File: src/rtl/sarseq_pkg.sv
package sarseq_pkg;

  typedef enum logic [2:0] {
    ST_ADDR,
    ST_SAMP,
    ST_CONV,
    ST_TAIL,
    ST_SHIFT,
    ST_DONE
  } phase_e;

  typedef enum logic [1:0] {
    LSB_PACED,
    LSB_AUTO,
    MSB_ONLY
  } lsb_mode_e;

endpackage

File: src/rtl/sarseq_addr_rx.sv
module sarseq_addr_rx #(
  parameter int CH_W = 3
) (
  input  logic            clk,
  input  logic            cs_n,
  input  logic            take,
  input  logic            di,
  output logic            lock,
  output logic [CH_W-1:0] chan
);

  logic [CH_W:0] addr_q;
  logic [CH_W:0] addr_d;

  assign addr_d = {addr_q[CH_W-1:0], di};
  // the start bit has reached the top slot: the address is complete
  assign lock   = take & addr_d[CH_W];

  always_ff @(posedge clk or posedge cs_n) begin
    if (cs_n) begin
      addr_q <= '0;
      chan   <= '0;
    end else if (take) begin
      addr_q <= addr_d;
      if (addr_d[CH_W]) chan <= addr_d[CH_W-1:0];
    end
  end

  // once address intake has stopped, the channel must not move
  p_chan_hold_r4: assert property (@(posedge clk) disable iff (cs_n)
    !take |=> $stable(chan));

endmodule

File: src/rtl/sarseq_fsm.sv
module sarseq_fsm
  import sarseq_pkg::*;
#(
  parameter int        W        = 8,
  parameter int        BW       = 3,
  parameter int        SAMP_CYC = 1,
  parameter lsb_mode_e MODE     = LSB_PACED
) (
  input  logic          clk,
  input  logic          cs_n,
  input  logic          lock,
  input  logic          se,
  output phase_e        phase,
  output logic [BW-1:0] bidx,
  output logic          sars,
  output logic          take,
  output logic          go_conv,
  output logic          conv,
  output logic          last_step,
  output logic          adv,
  output logic          fin_shift
);

  localparam int SCW = $clog2(SAMP_CYC + 1);

  logic [SCW-1:0] scnt;
  logic [BW-1:0]  sh_cnt;

  assign take      = (phase == ST_ADDR);
  assign conv      = (phase == ST_CONV);
  assign sars      = (phase == ST_CONV) || (phase == ST_TAIL);
  assign go_conv   = (phase == ST_SAMP) && (scnt == SCW'(SAMP_CYC - 1));
  assign last_step = conv && (bidx == '0);
  assign adv       = ((phase == ST_TAIL) || (phase == ST_SHIFT)) &&
                     (MODE != MSB_ONLY) && ((MODE == LSB_AUTO) || !se);
  assign fin_shift = adv && (phase == ST_SHIFT) && (sh_cnt == BW'(W - 1));

  always_ff @(posedge clk or posedge cs_n) begin
    if (cs_n) begin
      phase  <= ST_ADDR;
      bidx   <= '0;
      scnt   <= '0;
      sh_cnt <= '0;
    end else begin
      unique case (phase)
        ST_ADDR: if (lock) begin
          phase <= ST_SAMP;
          scnt  <= '0;
        end
        ST_SAMP: begin
          if (go_conv) begin
            phase <= ST_CONV;
            bidx  <= BW'(W - 1);
          end else begin
            scnt <= scnt + 1'b1;
          end
        end
        ST_CONV: begin
          if (bidx == '0) phase <= ST_TAIL;
          else            bidx  <= bidx - 1'b1;
        end
        ST_TAIL: begin
          phase <= (MODE == MSB_ONLY) ? ST_DONE : ST_SHIFT;
          if (adv) sh_cnt <= sh_cnt + 1'b1;
        end
        ST_SHIFT: begin
          if (adv) begin
            if (fin_shift) phase  <= ST_DONE;
            else           sh_cnt <= sh_cnt + 1'b1;
          end
        end
        default: ;
      endcase
    end
  end

  // the status flag only rises out of the sampling interval
  p_rise_after_samp_r2: assert property (@(posedge clk) disable iff (cs_n)
    $rose(sars) |-> ($past(phase) == ST_SAMP));

  // the status flag only falls after the extra clock past the last step
  p_fall_after_tail_r3: assert property (@(posedge clk) disable iff (cs_n)
    $fell(sars) |-> ($past(phase) == ST_TAIL));

endmodule

File: src/rtl/sarseq_sar.sv
module sarseq_sar #(
  parameter int W  = 8,
  parameter int BW = 3
) (
  input  logic          clk,
  input  logic          cs_n,
  input  logic          conv,
  input  logic [BW-1:0] bidx,
  input  logic          comp,
  output logic [W-1:0]  trial,
  output logic [W-2:0]  upper
);

  logic [W-1:0] sar_q;
  logic [W-1:0] probe;

  assign probe = {{(W-1){1'b0}}, 1'b1} << bidx;
  assign trial = conv ? (sar_q | probe) : '0;
  assign upper = sar_q[W-1:1];

  always_ff @(posedge clk or posedge cs_n) begin
    if (cs_n)      sar_q       <= '0;
    else if (conv) sar_q[bidx] <= comp;
  end

  // bits decided two or more steps back stay fixed in the trial code
  p_upper_kept_r6: assert property (@(posedge clk) disable iff (cs_n)
    (conv && $past(conv)) |->
      ((trial >> (int'(bidx) + 2)) == ($past(trial) >> (int'(bidx) + 2))));

endmodule

File: src/rtl/sarseq_dout.sv
module sarseq_dout
  import sarseq_pkg::*;
#(
  parameter int        W    = 8,
  parameter lsb_mode_e MODE = LSB_PACED
) (
  input  logic         clk,
  input  logic         cs_n,
  input  phase_e       phase,
  input  logic         go_conv,
  input  logic         last_step,
  input  logic         comp,
  input  logic [W-2:0] upper,
  input  logic         adv,
  input  logic         fin_shift,
  output logic         do_en,
  output logic         do_val
);

  logic         oe_r;
  logic         dv_r;
  logic [W-2:0] lsbq;

  // rising-edge side: decide what the line carries next
  always_ff @(posedge clk or posedge cs_n) begin
    if (cs_n) begin
      oe_r <= 1'b0;
      dv_r <= 1'b0;
      lsbq <= '0;
    end else begin
      if (go_conv) begin
        oe_r <= 1'b1;
        dv_r <= 1'b0;
      end
      if (phase == ST_CONV) begin
        dv_r <= comp;
        if (last_step) lsbq <= upper;
      end
      if ((phase == ST_TAIL) && (MODE == MSB_ONLY)) dv_r <= 1'b0;
      if (adv) begin
        dv_r <= fin_shift ? 1'b0 : lsbq[0];
        lsbq <= lsbq >> 1;
      end
    end
  end

  // falling-edge side: launch onto the pins
  always_ff @(negedge clk or posedge cs_n) begin
    if (cs_n) begin
      do_en  <= 1'b0;
      do_val <= 1'b0;
    end else begin
      do_en  <= oe_r;
      do_val <= dv_r;
    end
  end

  // the line comes up carrying the leading zero
  p_lead_zero_r5: assert property (@(posedge clk) disable iff (cs_n)
    $rose(oe_r) |-> !dv_r);

  // a held shift phase leaves the line alone
  p_hold_se_r8: assert property (@(posedge clk) disable iff (cs_n)
    ((phase == ST_SHIFT) && !adv) |=> $stable(dv_r));

  // after the last bit the driven line is low
  p_done_low_r9: assert property (@(posedge clk) disable iff (cs_n)
    (phase == ST_DONE) |-> (oe_r && !dv_r));

endmodule

File: src/rtl/sar_serial_seq.sv
module sar_serial_seq
  import sarseq_pkg::*;
#(
  parameter int        W        = 8,
  parameter int        CH_W     = 3,
  parameter int        SAMP_CYC = 1,
  parameter lsb_mode_e MODE     = LSB_PACED
) (
  input  logic            clk,
  input  logic            cs_n,
  input  logic            di,
  input  logic            comp,
  input  logic            se,
  output logic            sars,
  output logic            do_en,
  output logic            do_val,
  output logic [CH_W-1:0] chan_code,
  output logic [W-1:0]    trial_code
);

  localparam int BW = $clog2(W);

  phase_e        phase;
  logic [BW-1:0] bidx;
  logic          lock;
  logic          take;
  logic          go_conv;
  logic          conv;
  logic          last_step;
  logic          adv;
  logic          fin_shift;
  logic [W-2:0]  upper;

  sarseq_addr_rx #(.CH_W(CH_W)) u_addr (
    .clk (clk),
    .cs_n(cs_n),
    .take(take),
    .di  (di),
    .lock(lock),
    .chan(chan_code)
  );

  sarseq_fsm #(.W(W), .BW(BW), .SAMP_CYC(SAMP_CYC), .MODE(MODE)) u_fsm (
    .clk      (clk),
    .cs_n     (cs_n),
    .lock     (lock),
    .se       (se),
    .phase    (phase),
    .bidx     (bidx),
    .sars     (sars),
    .take     (take),
    .go_conv  (go_conv),
    .conv     (conv),
    .last_step(last_step),
    .adv      (adv),
    .fin_shift(fin_shift)
  );

  sarseq_sar #(.W(W), .BW(BW)) u_sar (
    .clk  (clk),
    .cs_n (cs_n),
    .conv (conv),
    .bidx (bidx),
    .comp (comp),
    .trial(trial_code),
    .upper(upper)
  );

  sarseq_dout #(.W(W), .MODE(MODE)) u_dout (
    .clk      (clk),
    .cs_n     (cs_n),
    .phase    (phase),
    .go_conv  (go_conv),
    .last_step(last_step),
    .comp     (comp),
    .upper    (upper),
    .adv      (adv),
    .fin_shift(fin_shift),
    .do_en    (do_en),
    .do_val   (do_val)
  );

endmodule

File: config.mk
export PLATFORM = sky130hd
export DESIGN_NAME = sar_serial_seq
export DESIGN_NICKNAME = d
export VERILOG_FILES = /design/src/rtl/sarseq_pkg.sv /design/src/rtl/sarseq_addr_rx.sv /design/src/rtl/sarseq_fsm.sv /design/src/rtl/sarseq_sar.sv /design/src/rtl/sarseq_dout.sv /design/src/rtl/sar_serial_seq.sv
export SDC_FILE = /design/constraint.sdc
export NUM_CORES = 1
export LEC_CHECK = 0
export ABC_AREA = 0
export BUFFER_PORTS_ARGS = -buffer_cell sky130_fd_sc_hd__buf_4
export CORE_MARGIN = 5
export CORE_UTILIZATION = 50
export CTS_BUF_LIST = sky130_fd_sc_hd__clkbuf_4 sky130_fd_sc_hd__clkbuf_8
export CTS_CLUSTER_DIAMETER = 150
export CTS_CLUSTER_SIZE = 16
export DETAILED_ROUTE_END_ITERATION = 8
export PLACE_DENSITY = 0.7
export SLEW_MARGIN = 20
export SYNTH_ARGS = -nofsm -noshare
export SYNTH_HDL_FRONTEND = slang
export SYNTH_SLANG_ARGS = --single-unit
export TNS_END_PERCENT = 1
File: constraint.sdc
create_clock -name clk -period 3.1 [get_ports clk]
set_input_delay 0.62 -clock clk [delete_from_list [all_inputs] [get_ports clk]]
set_output_delay 0.62 -clock clk [all_outputs]
set_load 0.05 [all_outputs]
==> results.md <==
Cells and area:
- Once layout is done, the placed cells without fillers occupy 2030 um2.
- Relative to the synthesized area, the layout overhead comes to 13.3%.
- The area taken by multi-input logic gates is 855 um2.
- Of the cells placed in the final design, the portion with a size suffix greater than 1 is 29.5%.
- Fill cells in the final layout number 288.
- The final antenna diode count is 0.
- The sequential cells in the finished layout cover a total of 876 um2.
- In the layout the commonest cells are sky130_fd_sc_hd__dfrtp_1 (33), sky130_fd_sc_hd__buf_4 (20), sky130_fd_sc_hd__mux2_2 (14), sky130_fd_sc_hd__nor2_1 (14), sky130_fd_sc_hd__a21oi_1 (8).
- The leading cell type in the layout, fill and taps excluded is sky130_fd_sc_hd__dfrtp_1.
- The final net count is 187.

Synth:
- The top cell type by area accounts for 46.2% of the synthesized area.
- In the post-synthesis netlist, the biggest area contributors are sky130_fd_sc_hd__dfrtp_1 (46%), sky130_fd_sc_hd__mux2_2 (8.8%), sky130_fd_sc_hd__ha_1 (4.9%).
- After synthesis the cells add up to 1790 um2.
- The number of nets handed over by synthesis was 165.
- The mean instance size in the synthesized netlist is 11.7 um2.
- The count of flip-flops with a built-in enable after synthesis is 0.
- The Yosys step of the flow raised 0 warnings.
- sky130_fd_sc_hd__dfrtp_1 takes more of the synthesized area than any other cell.
- The share of the Yosys chip area taken by registers is 49.0%.
- Counting flops and latches in the post-synthesis netlist gives 35.
- The share of async-settable or async-resettable flops after synthesis is 100%.
- The number of instances in the synthesized netlist is 153.
- Yosys mapped the design onto 43 distinct sky130hd cell types.
- For this run, the leading register cell type out of synthesis is sky130_fd_sc_hd__dfrtp_1.

Critical path:
- The sort of element at the start of the critical path is a flop.
- The largest individual stage delay along the critical path comes from the cell sky130_fd_sc_hd__dfrtn_1.
- Walking the worst path, the cells encountered are buf_4.
- Data on the critical path arrives at its endpoint at 2450 ps.
- The required time of the critical path is 2480 ps.
- The number of buffers and inverters on the critical path is 1.
- The delay of the slowest cell on the worst path is 390 ps.
- The largest fanout of any net on the critical path is 1.
- In this design, the largest share of critical-path delay is due to flip-flops.
- STA classifies the critical path endpoint as an output port.
- The setup path with the least slack is of type flop to output port.

Power and ir drop:
- The static leakage power is 0.975 nW.
- Power comes to 1.00 mW.
- Dividing total power by cell area gives a power density of 494 nW/um2.
- The worst ir drop on vdd is 0.000252 V.

Floorplan:
- After floorplanning, the core was sized to cover 3390 um2.
- The die extent in y is 69.8 um.
- In this run the core area contains 21 standard-cell rows.
- The number of top-level design ports is 19.
- Once the floorplan was initialized, standard cells occupied 52.8% of the core.
- The width of the die is 69.8 um.
- The floorplan die area is 4870 um2.

Drt:
- The number of nets with antenna violations after routing is 0.
- For this run, design rule violations remaining after detail routing come to 0.
- Summing over every cut layer, the via total after detailed routing is 1,216.
- The final layout contains routed wiring with a total length of 3.26 mm.
- The first-pass detailed-route iteration total is 4.
- The number of violations reported at the end of detailed-routing iteration 0 is 67.
- In the final routed layout, each cell accounts on average for 14.7 um.
- The post-detailed-route via-to-cell ratio is 5.48.

Hold path:
- In this run the worst hold path is classified as input port to async pin.

Global routing:
- The overall routing resource usage is 15.0%.
- The via count of the first global-routing pass was 1,254.
- Summed over all layers, the global routing overflow is 0.
- Entering global routing, the biggest net connects 19 pins.
- The initial antenna violation count came to 0.
- The first global-routing pass estimated 5.89 mm of wire.

STA:
- The measured slew at the worst slew-check pin is 518 ps.
- Setup repair after global routing left no endpoint under its margin.
- The count of pins over their slew limit is 0.
- For the final database, setup skew stands at 10.9 ps.
- Setup violations remaining at the end of the flow were counted as 0.
- The total negative setup slack is 0 ps.
- The final hold violation count came to 0.
- Headroom to the max-slew limit came out at 65.5%.

Clock network:
- The number of levels the H-tree was split into is 2.
- TritonCTS built the clock tree.
- The number of instances resized during post-cts repair is 0.
- The CTS buffer count is 5.
- The number of hold buffers added after CTS was 0.
- The clock passes through at most 2 buffers.
- Buffers added to address setup during post-CTS repair amount to 0.
- Clock-pin slew was measured on the worst setup and hold paths at 100 ps.
- In this run the clock root is driven by a sky130_fd_sc_hd__clkbuf_4.
- The later-pin clock latency in the skew report is 340 ps.
- The number of sinks on the clock net is 35.

Placed design:
- In this run the tool buffered the top-level ports with 18 buffer cells.
- In this run the cell area measured after placement is 1960 um2.
- The HPWL after detailed placement is 2.38 mm.
- Routability-driven placement finished with a final weighted congestion of 0.874.

Job:
- The number of violations of the max-capacitance limit is 0.

Run status:
- The run finished with clean final reports.
-- worst paths after layout --
kind,from,end,slack [ps],cells past startpoint
min in group clk,u_dout.oe_r$_DFFE_PP0P_,u_dout.oe_r$_DFFE_PP0P_,480,1
hold reg to reg,u_dout.oe_r$_DFFE_PP0P_,u_dout.oe_r$_DFFE_PP0P_,480,1
setup / recovery,u_dout.do_val$_DFF_NP0_,do_val,30,1
max in group asynchronous,cs_n,u_dout.do_val$_DFF_NP0_,1350,2
hold / removal,cs_n,u_dout.oe_r$_DFFE_PP0P_,370,3
setup reg to reg,u_dout.dv_r$_DFFE_PP0P_,u_dout.do_val$_DFF_NP0_,1000,0
-- stage by stage --
step	setup WS, ps	hold slack [ps]	instances	utilization (%)
finish	25.8	367	222	59.8
global route	4.71	415	222	59.8
CTS	15.2	372	222	59.7
detailed placement	379	452	214	58.0
global placement	376	452	214	58.0
floorplan	243	432	153	-
-- report_power, final --
| part | total (mW) | switching (mW) | internal, mW |
|---|---|---|---|
| Combinational | 0.193 | 0.104 | 0.0884 |
| Clock | 0.253 | 0.147 | 0.106 |
| Sequential | 0.554 | 0.0478 | 0.506 |
| Total | 1.00 | 0.300 | 0.701 |
-- metal layers --
layer	GRT usage [%]	part of all wire (%)
met1	19.2	47
met2	24.0	47
met3	3.91	3.9
met4	6.38	1.9
met5	0	0
-- Yosys cell counts, types with 2 or more instances --
cell type,instances
sky130_fd_sc_hd__mux2i_1,2
sky130_fd_sc_hd__mux2_2,14
sky130_fd_sc_hd__a31oi_1,2
sky130_fd_sc_hd__nor3b_1,2
sky130_fd_sc_hd__dfrtn_1,2
sky130_fd_sc_hd__buf_4,2
sky130_fd_sc_hd__a21o_1,7
sky130_fd_sc_hd__nor2_4,2
sky130_fd_sc_hd__ha_1,7
sky130_fd_sc_hd__nand3_1,3
sky130_fd_sc_hd__nor4_4,2
sky130_fd_sc_hd__mux2_1,2
sky130_fd_sc_hd__a22o_1,6
sky130_fd_sc_hd__nand2b_1,3
sky130_fd_sc_hd__nor2b_1,3
sky130_fd_sc_hd__nand2_1,7
sky130_fd_sc_hd__dfrtp_1,33
sky130_fd_sc_hd__a21oi_1,8
sky130_fd_sc_hd__o31a_1,2
sky130_fd_sc_hd__nor2_1,14
sky130_fd_sc_hd__o21ai_0,4
sky130_fd_sc_hd__inv_1,5
-- cells by family (layout without fill, tap and decap cells) --
kind of cell | after synthesis | in the layout | share of synthesized area (%)
simple gates | 45 | 45 | 16.5
compound gates | 36 | 36 | 14.7
flops | 35 | 35 | 49.0
mux | 18 | 18 | 11.2
buf+inv | 11 | 34 | 3.22
fa+ha+maj | 7 | 7 | 4.90
xor+xnor | 1 | 1 | 0.490
-- final cells by class --
type                       instances  share of cell area [%]
tap                               46                    2.84
sequential                        35                    43.2
clock buffer                       7                    2.59
timing repair buffer              21                    7.97
multi-input combinational        107                    42.2
inverter                           5                   0.926
clock inverter                     1                   0.247
-- registers in the layout, indices dropped and copies added (netlist names) --
register       flops
u_dout.do_val      1
u_fsm.scnt         1
u_addr.chan        3
u_dout.oe_r        1
u_dout.lsbq        7
u_dout.dv_r        1
u_fsm.sh_cnt       3
u_sar.sar_q        8
u_fsm.phase        3
u_fsm.bidx         3
u_dout.do_en       1
u_addr.addr_q      3
(Power assumes the default switching activity.)
